`config.mk`:
```
export PLATFORM = sky130hd
export DESIGN_NAME = sio_ctrl_regs
export DESIGN_NICKNAME = d
export VERILOG_FILES = /design/src/rtl/sio_regs_pkg.sv /design/src/rtl/sio_rx_fifo.sv /design/src/rtl/sio_tx_hold.sv /design/src/rtl/sio_err_flags.sv /design/src/rtl/sio_ctrl_regs.sv
export SDC_FILE = /design/constraint.sdc
export NUM_CORES = 1
export LEC_CHECK = 0
export CORE_MARGIN = 2
export CORE_UTILIZATION = 40
export CTS_CLUSTER_SIZE = 30
export DETAILED_ROUTE_END_ITERATION = 8
export PLACE_DENSITY_LB_ADDON = 0.2
export REMOVE_ABC_BUFFERS = 1
export SLEW_MARGIN = 30
export SYNTH_ARGS = -nofsm -noshare
export SYNTH_HDL_FRONTEND = slang
export SYNTH_HIERARCHICAL = 1
export SYNTH_SLANG_ARGS = --single-unit
export TNS_END_PERCENT = 5
```
`constraint.sdc`:
```
create_clock -name clk -period 4.45 [get_ports clk]
set_clock_uncertainty 0.05 [all_clocks]
set_input_delay 0.89 -clock clk [delete_from_list [all_inputs] [get_ports clk]]
set_output_delay 0.89 -clock clk [all_outputs]
set_load 0.005 [all_outputs]
```
`src/rtl/sio_regs_pkg.sv`:
```
package sio_regs_pkg;

  // Register index = byte address bits [4:2]; order fixed by the bus map.
  typedef enum logic [2:0] {
    REG_ID0     = 3'd0,
    REG_ID1     = 3'd1,
    REG_ID2     = 3'd2,
    REG_ID3     = 3'd3,
    REG_DATA    = 3'd4,
    REG_STAT    = 3'd5,
    REG_BAUD_LO = 3'd6,
    REG_BAUD_HI = 3'd7
  } sio_reg_e;

  // Status byte bit positions (software decodes these).
  localparam int ST_FERR    = 0;
  localparam int ST_OVF     = 1;
  localparam int ST_RXIE    = 2;
  localparam int ST_RXFULL  = 3;
  localparam int ST_RXLAST  = 4;
  localparam int ST_RXEMPTY = 5;
  localparam int ST_TXIE    = 6;
  localparam int ST_TXEMPTY = 7;

  localparam int NUM_ERR = 2;

endpackage

```
`src/rtl/sio_rx_fifo.sv`:
```
module sio_rx_fifo #(
  parameter int DEPTH = 4,
  parameter int W     = 8
) (
  input  logic                        clk,
  input  logic                        rst_n,
  input  logic                        push,
  input  logic [W-1:0]                push_data,
  input  logic                        pop,
  output logic [W-1:0]                rd_data,
  output logic [$clog2(DEPTH+1)-1:0]  level,
  output logic                        empty,
  output logic                        full,
  output logic                        one_left,
  output logic                        dropped
);
  localparam int AW = (DEPTH > 1) ? $clog2(DEPTH) : 1;
  localparam int CW = $clog2(DEPTH+1);
  localparam logic [CW-1:0] CNT_FULL = CW'(DEPTH);
  localparam logic [CW-1:0] CNT_LAST = CW'(DEPTH-1);
  localparam logic [AW-1:0] PTR_TOP  = AW'(DEPTH-1);

  logic [W-1:0]  mem [DEPTH];
  logic [AW-1:0] wr_ptr_q, wr_ptr_d, rd_ptr_q, rd_ptr_d;
  logic [CW-1:0] cnt_q, cnt_d;
  logic [W-1:0]  last_q, last_d;
  logic          pop_eff, push_eff;

  assign empty    = (cnt_q == '0);
  assign full     = (cnt_q == CNT_FULL);
  assign one_left = (cnt_q == CNT_LAST);
  assign level    = cnt_q;

  always_comb begin
    pop_eff  = pop && !empty;
    push_eff = push && (!full || pop_eff);
    dropped  = push && !push_eff;
    wr_ptr_d = wr_ptr_q;
    rd_ptr_d = rd_ptr_q;
    last_d   = last_q;
    cnt_d    = cnt_q;
    if (push_eff) wr_ptr_d = (wr_ptr_q == PTR_TOP) ? '0 : wr_ptr_q + 1'b1;
    if (pop_eff) begin
      rd_ptr_d = (rd_ptr_q == PTR_TOP) ? '0 : rd_ptr_q + 1'b1;
      last_d   = mem[rd_ptr_q];
    end
    case ({push_eff, pop_eff})
      2'b10:   cnt_d = cnt_q + 1'b1;
      2'b01:   cnt_d = cnt_q - 1'b1;
      default: cnt_d = cnt_q;
    endcase
  end

  assign rd_data = empty ? last_q : mem[rd_ptr_q];

  always_ff @(posedge clk or negedge rst_n) begin
    if (!rst_n) begin
      wr_ptr_q <= '0;
      rd_ptr_q <= '0;
      cnt_q    <= '0;
      last_q   <= '0;
    end else begin
      wr_ptr_q <= wr_ptr_d;
      rd_ptr_q <= rd_ptr_d;
      cnt_q    <= cnt_d;
      last_q   <= last_d;
    end
  end

  // Storage without reset; written only under push_eff.
  always_ff @(posedge clk) begin
    if (push_eff) mem[wr_ptr_q] <= push_data;
  end

  AST_FIFO_LEVEL_BOUND: assert property (@(posedge clk) disable iff (!rst_n)
    cnt_q <= CNT_FULL);
  AST_EMPTY_READ_HOLDS: assert property (@(posedge clk) disable iff (!rst_n)
    (pop && empty && !push) |=> (empty && $stable(rd_ptr_q) && $stable(last_q)));
  AST_DROP_KEEPS_LEVEL: assert property (@(posedge clk) disable iff (!rst_n)
    (push && full && !pop) |=> full);

endmodule

```
`src/rtl/sio_tx_hold.sv`:
```
module sio_tx_hold #(
  parameter int W = 8
) (
  input  logic         clk,
  input  logic         rst_n,
  input  logic         wr,
  input  logic [W-1:0] wr_data,
  input  logic         take,
  output logic         valid,
  output logic [W-1:0] data
);
  logic         valid_q, valid_d;
  logic [W-1:0] data_q, data_d;
  logic         accept;

  always_comb begin
    accept  = wr && !valid_q;
    valid_d = valid_q;
    data_d  = data_q;
    if (accept) begin
      valid_d = 1'b1;
      data_d  = wr_data;
    end else if (take) begin
      valid_d = 1'b0;
    end
  end

  always_ff @(posedge clk or negedge rst_n) begin
    if (!rst_n) begin
      valid_q <= 1'b0;
      data_q  <= '0;
    end else begin
      valid_q <= valid_d;
      if (accept) data_q <= data_d;
    end
  end

  assign valid = valid_q;
  assign data  = data_q;

  AST_TX_BUSY_BLOCKS: assert property (@(posedge clk) disable iff (!rst_n)
    (wr && valid_q) |=> $stable(data_q));
  AST_TX_TAKE_FREES: assert property (@(posedge clk) disable iff (!rst_n)
    (take && valid_q) |=> !valid_q);

endmodule

```
`src/rtl/sio_err_flags.sv`:
```
module sio_err_flags #(
  parameter int N = 2
) (
  input  logic         clk,
  input  logic         rst_n,
  input  logic [N-1:0] set,
  input  logic         clr_wr,
  input  logic [N-1:0] keep_bits,
  output logic [N-1:0] flags
);
  logic [N-1:0] flag_q, flag_d;

  for (genvar i = 0; i < N; i++) begin : g_flag
    always_comb begin
      flag_d[i] = flag_q[i];
      if (clr_wr && !keep_bits[i]) flag_d[i] = 1'b0;
      if (set[i])                  flag_d[i] = 1'b1;
    end

    AST_FLAG_STICKY: assert property (@(posedge clk) disable iff (!rst_n)
      (flag_q[i] && !(clr_wr && !keep_bits[i])) |=> flag_q[i]);
  end

  always_ff @(posedge clk or negedge rst_n) begin
    if (!rst_n) flag_q <= '0;
    else        flag_q <= flag_d;
  end

  assign flags = flag_q;

endmodule

```
`src/rtl/sio_ctrl_regs.sv`:
```
module sio_ctrl_regs
  import sio_regs_pkg::*;
#(
  parameter int          ADDR_W   = 5,
  parameter int          RX_DEPTH = 4,
  parameter logic [31:0] ID_WORD  = 32'h5A_3C_01_A7,
  parameter logic [15:0] BAUD_RST = 16'h0000
) (
  input  logic              clk,
  input  logic              rst_n,
  input  logic              bus_sel,
  input  logic              bus_wr,
  input  logic [ADDR_W-1:0] bus_addr,
  input  logic [7:0]        bus_wdata,
  output logic [7:0]        bus_rdata,
  input  logic              rx_valid,
  input  logic [7:0]        rx_byte,
  input  logic              rx_frame_err,
  output logic              tx_valid,
  output logic [7:0]        tx_byte,
  input  logic              tx_take,
  output logic [15:0]       baud_div,
  output logic              irq
);
  localparam int BW = 8;
  localparam int CW = $clog2(RX_DEPTH+1);

  // Reset: asserted asynchronously, released on the second clock edge.
  logic [1:0] rst_sync_q;
  logic       rst_int_n;
  always_ff @(posedge clk or negedge rst_n) begin
    if (!rst_n) rst_sync_q <= 2'b00;
    else        rst_sync_q <= {rst_sync_q[0], 1'b1};
  end
  assign rst_int_n = rst_sync_q[1];

  // Decode
  sio_reg_e reg_idx;
  logic     wr_hit, rd_hit;
  logic     data_wr, data_rd, stat_wr, blo_wr, bhi_wr;
  always_comb begin
    reg_idx = sio_reg_e'(bus_addr[4:2]);
    wr_hit  = bus_sel && bus_wr;
    rd_hit  = bus_sel && !bus_wr;
    data_wr = wr_hit && (reg_idx == REG_DATA);
    data_rd = rd_hit && (reg_idx == REG_DATA);
    stat_wr = wr_hit && (reg_idx == REG_STAT);
    blo_wr  = wr_hit && (reg_idx == REG_BAUD_LO);
    bhi_wr  = wr_hit && (reg_idx == REG_BAUD_HI);
  end

  // Receive FIFO
  logic [BW-1:0] rx_head;
  logic [CW-1:0] rx_level;
  logic          rx_empty, rx_full, rx_one_left, rx_dropped;

  sio_rx_fifo #(.DEPTH(RX_DEPTH), .W(BW)) u_rx_fifo (
    .clk       (clk),
    .rst_n     (rst_int_n),
    .push      (rx_valid),
    .push_data (rx_byte),
    .pop       (data_rd),
    .rd_data   (rx_head),
    .level     (rx_level),
    .empty     (rx_empty),
    .full      (rx_full),
    .one_left  (rx_one_left),
    .dropped   (rx_dropped)
  );

  // Transmit holding register
  sio_tx_hold #(.W(BW)) u_tx_hold (
    .clk     (clk),
    .rst_n   (rst_int_n),
    .wr      (data_wr),
    .wr_data (bus_wdata),
    .take    (tx_take),
    .valid   (tx_valid),
    .data    (tx_byte)
  );

  // Sticky error flags: index 0 frame, index 1 overflow
  logic [NUM_ERR-1:0] err_set, err_flags;
  assign err_set[ST_FERR] = rx_valid && rx_frame_err;
  assign err_set[ST_OVF]  = rx_dropped;

  sio_err_flags #(.N(NUM_ERR)) u_err_flags (
    .clk       (clk),
    .rst_n     (rst_int_n),
    .set       (err_set),
    .clr_wr    (stat_wr),
    .keep_bits (bus_wdata[NUM_ERR-1:0]),
    .flags     (err_flags)
  );

  // Interrupt enables and baud divisor
  logic          ie_rx_q, ie_rx_d, ie_tx_q, ie_tx_d;
  logic [BW-1:0] blo_q, blo_d, bhi_q, bhi_d;

  always_comb begin
    ie_rx_d = stat_wr ? bus_wdata[ST_RXIE] : ie_rx_q;
    ie_tx_d = stat_wr ? bus_wdata[ST_TXIE] : ie_tx_q;
    blo_d   = blo_wr  ? bus_wdata : blo_q;
    bhi_d   = bhi_wr  ? bus_wdata : bhi_q;
  end

  always_ff @(posedge clk or negedge rst_int_n) begin
    if (!rst_int_n) begin
      ie_rx_q <= 1'b0;
      ie_tx_q <= 1'b0;
      blo_q   <= BAUD_RST[BW-1:0];
      bhi_q   <= BAUD_RST[2*BW-1:BW];
    end else begin
      ie_rx_q <= ie_rx_d;
      ie_tx_q <= ie_tx_d;
      blo_q   <= blo_d;
      bhi_q   <= bhi_d;
    end
  end

  assign baud_div = {bhi_q, blo_q};

  // Status byte and read mux
  logic [BW-1:0] status;
  always_comb begin
    status             = '0;
    status[ST_FERR]    = err_flags[ST_FERR];
    status[ST_OVF]     = err_flags[ST_OVF];
    status[ST_RXIE]    = ie_rx_q;
    status[ST_RXFULL]  = rx_full;
    status[ST_RXLAST]  = rx_one_left;
    status[ST_RXEMPTY] = rx_empty;
    status[ST_TXIE]    = ie_tx_q;
    status[ST_TXEMPTY] = !tx_valid;
  end

  always_comb begin
    case (reg_idx)
      REG_ID0:     bus_rdata = ID_WORD[7:0];
      REG_ID1:     bus_rdata = ID_WORD[15:8];
      REG_ID2:     bus_rdata = ID_WORD[23:16];
      REG_ID3:     bus_rdata = ID_WORD[31:24];
      REG_DATA:    bus_rdata = rx_head;
      REG_STAT:    bus_rdata = status;
      REG_BAUD_LO: bus_rdata = blo_q;
      default:     bus_rdata = bhi_q;
    endcase
  end

  assign irq = (ie_rx_q && !rx_empty) || (ie_tx_q && !tx_valid);

  AST_IRQ_NEEDS_ENABLE: assert property (@(posedge clk) disable iff (!rst_int_n)
    irq |-> (ie_rx_q || ie_tx_q));
  AST_OVF_ON_DROP: assert property (@(posedge clk) disable iff (!rst_int_n)
    (rx_valid && rx_full && !data_rd) |=> err_flags[ST_OVF]);
  AST_BAUD_HOLDS: assert property (@(posedge clk) disable iff (!rst_int_n)
    !(blo_wr || bhi_wr) |=> $stable(baud_div));
  AST_LEVEL_FLAGS_ONEHOT: assert property (@(posedge clk) disable iff (!rst_int_n)
    $onehot0({rx_full, rx_one_left, rx_empty}) || (RX_DEPTH == 1));

endmodule

```
# Yosys cells after proc, flatten, opt, wreduce, memory -nomap -nowiden
# Memory sizes are Yosys's and may differ from the RTL's.
# Index checks and enable logic that the tools add are counted.
dict set report word_totals {
  ff_bits 46
  latch_bits 0
  mem_bits_rw 32
  romBits 0
  elab_cells 75
  n_memories 1
}
# name depth width rd rd_ports_with_merged_regs write_ports line_no
set memory_table {}
lappend memory_table {u_rx_fifo.mem 4 8 1 0 1 sio_rx_fifo.sv:23} ;# logic [W-1:0] mem [DEPTH];
dict set report op_classes {
  addsub 4
  mul 0
  div 0
  magnitude_cmp 0
  eq_ne 13
  n_shift 0
  n_mux 13
  bitwise 0
  n_reduce_logical 31
}
# cell n
set op_table {}
lappend op_table {{$pmux W8 S7} 1}
lappend op_table {{$logic_and A1 B1 Y1} 16}
lappend op_table {{$eq A3 B3 Y1 const B} 5}
lappend op_table {{$eq A3 B2 Y1 const B} 3}
lappend op_table {{$mux W1} 8}
lappend op_table {{$mux W8} 1}
lappend op_table {{$reduce_bool A2 Y1} 4}
lappend op_table {{$logic_not A1 Y1} 7}
lappend op_table {{$eq A2 B2 Y1 const B} 3}
lappend op_table {{$logic_not A3 Y1} 2}
lappend op_table {{$pmux W3 S2} 1}
lappend op_table {{$add A2 B1 Y2 const B} 2}
lappend op_table {{$mux W2} 2}
lappend op_table {{$add A3 B1 Y3 const B} 1}
lappend op_table {{$eq A3 B1 Y1 const B} 1}
lappend op_table {{$sub A3 B1 Y3 const B} 1}
lappend op_table {{$eq A2 B1 Y1 const B} 1}
lappend op_table {{$logic_or A1 B1 Y1} 2}

# Logic depth before layout (Yosys ltp)
# Gate-level depths: netlist of run 1.
dict set report logic_depth {
  word_depth 9
  depth_mapped 11
}

# Hierarchy
# The synthesis of run 1 kept the hierarchy.
# mod n_inst cells_each area_each_um2 seq_area_each_um2
set modules_own_cells {}
lappend modules_own_cells {sio_rx_fifo 1 122 2103.3 1336.3}
lappend modules_own_cells {sio_ctrl_regs 1 99 1078.5 500.5}
lappend modules_own_cells {sio_tx_hold 1 21 374.1 225.2}
lappend modules_own_cells {sio_err_flags 1 6 77.6 50.0}

# Worst setup path before layout of run 1
# No wires, ideal clock.
dict set report synth_timing {
  kind {in2reg}
  start {input port bus_addr[2]}
  end {register u_rx_fifo.cnt_q[2] (netlist: u_rx_fifo/level[2])}
  t_arrival_ps 3410
  required_time_ps 4274
  slack_ps 864
  stages 11
  path_buffers 4
  cell_sequence {buf_2 -> buf_2 -> nor4b_1 -> buf_4 -> nand2b_1 -> buf_4 -> or2_2 -> fa_1 -> or3b_1 -> and3_2 -> a221o_1}
}
dict set report synth_via {
  elab_chain_len 7
  word_cells_on_any_way 9
  classes_between {3 x eq/ne; 1 x mux; 5 x reduce/logical}
}
# item line_no
set synth_lines {}
lappend synth_lines {{from (decl)} sio_ctrl_regs.sv:13} ;# input logic [ADDR_W-1:0] bus_addr,
lappend synth_lines {{$eq A3 B3 Y1 (*)} sio_ctrl_regs.sv:46} ;# data_rd = rd_hit && (reg_idx == REG_DATA);
lappend synth_lines {{$logic_and A1 B1 Y1 (*)} sio_ctrl_regs.sv:46}
lappend synth_lines {{via data_rd} sio_ctrl_regs.sv:40} ;# logic data_wr, data_rd, stat_wr, blo_wr, bhi_wr;
lappend synth_lines {{$logic_and A1 B1 Y1 (*)} sio_rx_fifo.sv:35} ;# pop_eff = pop && !empty;
lappend synth_lines {{$logic_or A1 B1 Y1} sio_rx_fifo.sv:36} ;# push_eff = push && (!full || pop_eff);
lappend synth_lines {{$logic_and A1 B1 Y1} sio_rx_fifo.sv:36}
lappend synth_lines {{$eq A2 B1 Y1 / $eq A2 B2 Y1 (equally long branches)} sio_rx_fifo.sv:47} ;# case ({push_eff, pop_eff})
lappend synth_lines {{$pmux W3 S2 / $reduce_bool A2 Y1 (equally long branches)} -}
lappend synth_lines {{to (signal assigned)} sio_rx_fifo.sv:65} ;# cnt_q <= cnt_d;
lappend synth_lines {{to (decl)} sio_rx_fifo.sv:25} ;# logic [CW-1:0] cnt_q, cnt_d;
# The timed path passes the listed nets; every way through them passes the cells marked *.
# A chain may end at the register's enable or synchronous reset.

# Worst setup path after layout of run 1
dict set report layout_timing {
  start {input port bus_addr[2]}
  end {output port bus_rdata[7]}
}
dict set report layout_via {
  elab_chain_len 2
  word_cells_on_any_way 8
  classes_between {6 x eq/ne; 1 x mux; 1 x reduce/logical}
}
# item line_no
set layout_lines {}
lappend layout_lines {{$eq A3 B3 Y1, or another cell as far along} sio_ctrl_regs.sv:138} ;# case (reg_idx)
lappend layout_lines {{$pmux W8 S7 (*)} sio_ctrl_regs.sv:138}
lappend layout_lines {{to (decl)} sio_ctrl_regs.sv:15} ;# output logic [7:0] bus_rdata,
# Mark *: on every way between the ends. The rest lies on a longest branch, timed or not.

==> metrics.cfg, run 1 <==
[status]
outcome = finished clean

[routing]
drc = 0
ant_nets = 0
dr.pass1.iters = 4
first_iter_violations = 77
routed_wl_microns = 7463
routed-via-count = 2244
via_per_inst = 5.280
wl_per_cell_microns = 17.56

[placed_design]
dpl.hpwl_microns = 5281
gp_congestion = 0.8106
dpl-instance-area_sq_um = 4338
pre_cts_slack_ns = 0.4981
port_buffers = 59
placed_cells = 409

[clocking]
cts.clk_slew.worst_paths_ns = 0.08
post_cts_resized = 0
cts_root_buf = clkbuf_8
cts_tree = done
post-cts-setup-buffers = 0
clk_path_buf_depth = 2
numCtsBuffers = 9
htree_levels = 3
cts_num_sinks = 78
hold_buffers = 0
clk_latency_ns = 0.34

[logic_synthesis]
synth_flop_cell = dfrtp_1
ys_async_sr_fraction_pct = 58.97
seq_area_frac_synth_pct = 58.13
syn_area_per_cell_sq_um = 14.65
syn_area_sq_um = 3633
synth-edff-count = 32
synth_area_leaders = dfrtp_1, edfxtp_1, mux2_2, mux4_2, mux2_4
synth_top_area_share_pct = 31.68
yosysTopAreaCell = dfrtp_1
synth_cell_types = 50
synth_seq_cells = 78
synth_warnings = 6
syn_inst = 248

[power]
p_leak_nw = 1.770
power_density_nw_per_um2 = 543.4
ir_drop_mv = 0.2493

[critical_path]
crit_path_start = bus_addr[2]
critPathMaxFanout = 11
crit_end = bus_rdata[7]
critPathCaptureType = output pin
max_stage_delay_ns = 0.75
regToRegStartpoint = u_rx_fifo/level[0]
critical_path.slowest_cell = clkdlybuf4s50_1
arrival_ns = 2.89
cp_cell_sequence = clkdlybuf4s50_1 -> inv_1 -> o311ai_0 -> clkdlybuf4s50_1
r2r_setup_slack_ns = 1.96
r2r_end = u_rx_fifo/level[2]
worst-r2r-cell-count = 7
crit_type = in -> out
critical_path_required_ns = 3.51
crit_path_frequent_cell = clkdlybuf4s50_1
worst_setup_path_start_kind = input port

[timing]
min_period_ns = 3.827
setup_slack_ns = 0.6231
setup-tns-final_ns = 0
setup_viol = 0
hold_viol = 0
rsz0062_at_grt = no
max_freq_mhz = 261.3
relSlewSlack_pct = 52.42
tightest_slew_ns = 0.7105
period_share_pct = 86.00
report.final.slew_viol_count = 0

[global_route]
grt_usage_pct = 16.48
grt_max_degree = 45
grt_pass1_vias = 2396
antenna_found_initial = 0
grt_pass1_wl_microns = 12460
grt-ovfl-total = 0

[floorplan]
ios = 62
die-area_sq_um = 9862
start_util_pct = 41.46
die_w_microns = 99.31
rows = 34
core_sq_um = 8763
die_y_microns = 99.31

[job]
drv_cap = 0

[cells_and_area]
drive_gt1_share_pct = 28.71
layout_common_cells = clkdlybuf4s50_1, dfrtp_1, mux2_2
final_cell_area_sq_um = 4536
nNetsFinal = 346
fin_cells = 425
final_common_cell = clkdlybuf4s50_1
diodes = 0
syn_to_final_growth_pct = 24.83
nFillCells = 759

[worst_hold_path]
hold_path.class = reg -> async

## layout make-up
cell class | count | area [sq um] | share of cell area [%]
Clock buffer | 9 | 123.9 | 2.731
Clock inverter | 7 | 73.82 | 1.628
Inverter | 12 | 45.04 | 0.9931
Multi-Input combinational cell | 147 | 1414 | 31.17
Sequential cell | 78 | 2116 | 46.65
Tap cell | 108 | 135.1 | 2.979
Timing Repair Buffer | 64 | 628.1 | 13.85
## per-layer routing
layer | track usage [%] | routed length (microns) | up-vias
met5 | 0 | 0 | -
met4 | 7.798 | 85 | 0
met3 | 3.233 | 222 | 6
met2 | 24.95 | 3521 | 35
met1 | 22.92 | 3633 | 1153
li1 | - | - | 1050
## where the power goes
group / switching (mW) / internal [mW]
clock: 0.271 / 0.260
sequential: 0.169 / 0.953
combinational: 0.299 / 0.513
total: 0.739 / 1.73
## synth_stat cells, types with 3 or more instances
master    instances
edfxtp_1         32
ha_1              5
nand2_1           4
nor2_1            9
mux4_2            8
and2_2            4
inv_1            12
buf_2             4
mux2_2           37
mux2i_1           3
and2_1            4
o22ai_1           7
a211oi_1          3
dfrtp_1          46
xor2_1            3
mux2_4           10
a21o_1            3
nand2b_1          4
o21ai_0           6
nand3_1           7
## flip-flops by register name, indices dropped and copies added (netlist names), 3 cells and up
| register | flops |
|---|---|
| u_rx_fifo/mem | 32 |
| bhi_q | 8 |
| blo_q | 8 |
| u_rx_fifo/last_q | 8 |
| u_tx_hold/data | 8 |
| u_rx_fifo/level | 3 |
## through the flow
stage | power [mW] | utilization [%] | hold slack, ns
CTS | 2.509 | 51.76 | 0.3090
global route | 2.627 | 51.76 | 0.3220
finish | 2.465 | 51.76 | 0.2889
detailed placement | 1.969 | 49.50 | 0.2897
floorplan | 1.601 | - | 0.2812
global placement | 1.947 | 49.47 | 0.2859
## kinds of logic (layout without fill, tap and decap cells)
logic type / count (synthesis) / count (layout) / synth area share [%]
flip-flops: 78 / 78 / 58.13
multiplexers: 58 / 58 / 21.38
AND/OR/NAND/NOR: 49 / 49 / 8.505
AO/OA/AOI/OAI: 30 / 30 / 5.923
buffers and inverters: 23 / 92 / 2.961
adder cells (fa/ha/maj): 6 / 6 / 2.273
XOR/XNOR: 3 / 3 / 0.7233
other: 1 / 1 / 0.1032
## how the worst min path moves through the flow
stage / cells after the start / slack (ns) / startpoint / endpoint
after CTS: 0 / 0.31 / rst_sync_q[0] / rst_sync_q[1]
after global routing: 0 / 0.32 / rst_sync_q[0] / rst_sync_q[1]
after floorplan: 0 / 0.28 / rst_sync_q[0] / rst_sync_q[1]
after detailed placement: 0 / 0.29 / rst_sync_q[0] / rst_sync_q[1]
after global placement: 0 / 0.29 / rst_sync_q[0] / rst_sync_q[1]
final: 0 / 0.29 / rst_sync_q[1] / u_tx_hold/data[3]
## critical path: cells and delay by family
kind	cells	cell delay, ns
buf+inv	3	1.52
compound gates	1	0.47
Power figures use the tool's default switching activity.
==> inputs of run 2 (changes only) <==
CORE_MARGIN = not set   (was 2)
CTS_CLUSTER_DIAMETER = 200   (was not set)
==> metrics.cfg, run 2 (synthesis gave the netlist of run 1 again) <==
[global_route]
antenna_found_initial = 0
grt_pass1_vias = 2355
grt_usage_pct = 16.64
grt_max_degree = 45
grt_pass1_wl_microns = 12260
grt-ovfl-total = 0

[timing]
setup_slack_ns = 0.5606
report.final.slew_viol_count = 0
relSlewSlack_pct = 50.60
tightest_slew_ns = 0.7377
setup_viol = 0
setup-tns-final_ns = 0
rsz0062_at_grt = no
hold_viol = 0
period_share_pct = 87.40
min_period_ns = 3.889
max_freq_mhz = 257.1

[critical_path]
critical_path_required_ns = 3.51
crit_path_frequent_cell = clkdlybuf4s50_1
worst_setup_path_start_kind = input port
crit_path_start = bus_addr[2]
crit_type = in -> out
arrival_ns = 2.95
critPathMaxFanout = 9
critPathCaptureType = output pin
max_stage_delay_ns = 0.70
cp_cell_sequence = clkdlybuf4s50_1 -> buf_4 -> inv_1 -> o311ai_0 -> clkdlybuf4s50_1
regToRegStartpoint = u_rx_fifo/level[2]
critical_path.slowest_cell = clkdlybuf4s50_1

[clocking]
cts_root_buf = clkbuf_8
numCtsBuffers = 9
cts_num_sinks = 78
cts_tree = done
hold_buffers = 0
htree_levels = 3
post_cts_resized = 0
clk_latency_ns = 0.34
clk_path_buf_depth = 2
cts.clk_slew.worst_paths_ns = 0.09
post-cts-setup-buffers = 0

[routing]
ant_nets = 0
first_iter_violations = 72
wl_per_cell_microns = 17.30
routed-via-count = 2258
via_per_inst = 5.300
routed_wl_microns = 7368
dr.pass1.iters = 5
drc = 0

[cells_and_area]
largest_register = u_rx_fifo/mem
drive_gt1_share_pct = 28.93
layout_common_cells = clkdlybuf4s50_1, dfrtp_1, mux2_2
nNetsFinal = 347
largest_reg_flops = 32
final_common_cell = clkdlybuf4s50_1
diodes = 0
syn_to_final_growth_pct = 24.97

[floorplan]
rows = 34
start_util_pct = 41.46
die_w_microns = 97.31
die-area_sq_um = 9469
core_sq_um = 8763
die_y_microns = 97.31
ios = 62

[power]
power_density_nw_per_um2 = 542.2
p_leak_nw = 1.787
ir_drop_mv = 0.2942

[job]
drv_cap = 0

[status]
outcome = finished clean

[placed_design]
gp_congestion = 0.8028
pre_cts_slack_ns = 0.5544
port_buffers = 59
dpl.hpwl_microns = 5159

[worst_hold_path]
hold_path.class = reg -> async

==> run 2: cell types whose count changed in the layout (fill, tap and decap cells not counted), sizes merged <==
cell / previous run / this run
buf: 5 / 6
inv: 13 / 14
clkinvlp: 3 / 0
clkinv: 2 / 4
==> run 2: worst paths after layout <==
kind	cells past startpoint	endpoint	slack [ns]
hold / removal	0	u_tx_hold/data[3]	0.29
setup / recovery	5	bus_rdata[7]	0.56
hold reg to reg	0	u_tx_hold/data[3]	0.29
setup reg to reg	7	u_rx_fifo/level[2]	1.95
max in group asynchronous	1	rst_sync_q[1]	3.57
min in group clk	0	rst_sync_q[1]	0.32
==> run 2: final cells by class <==
cell class / count / area, sq um
clock inverters: 7 / 71.32
flip-flops and latches: 78 / 2116
well taps: 108 / 135.1
clock buffers: 9 / 123.9
repair buffers: 65 / 635.6
fillers: 770 / 4223
inverters: 12 / 45.04
multi-input cells: 147 / 1414
==> run 2: power breakdown <==
group          internal [mW]  switching, mW  total (mW)
sequential             0.952          0.170        1.12
combinational          0.513          0.300       0.813
clock                  0.261          0.265       0.527
total                   1.73          0.735        2.46
==> run 2: metal layers <==
| metal | up-vias | part of all wire [%] | global-route usage (%) |
|---|---|---|---|
| met4 | 0 | 1.4 | 4.977 |
| met2 | 50 | 49 | 27.14 |
| met1 | 1147 | 46 | 22.40 |
| li1 | 1049 | - | - |
| met5 | - | 0 | 0 |
| met3 | 12 | 3.6 | 3.597 |
==> run 2: through the flow <==
| step | hold slack, ns | instances | utilization (%) | area, sq um | total power, mW |
|---|---|---|---|---|---|
| final | 0.2894 | 426 | 51.81 | 4541 | 2.462 |
| after global routing | 0.3257 | 426 | 51.81 | 4541 | 2.612 |
| after CTS | 0.3195 | 426 | 51.81 | 4541 | 2.502 |
| after detailed placement | 0.2948 | 410 | 49.59 | 4345 | 1.961 |
| after global placement | 0.2930 | 410 | 49.56 | 4343 | 1.944 |
| after floorplan | 0.2812 | 237 | - | 3571 | 1.601 |
==> run 2: worst max-delay path, delay by kind of cell <==
family          cells  cell delay [ns]
buf+inv             4             1.61
compound gates      1             0.44
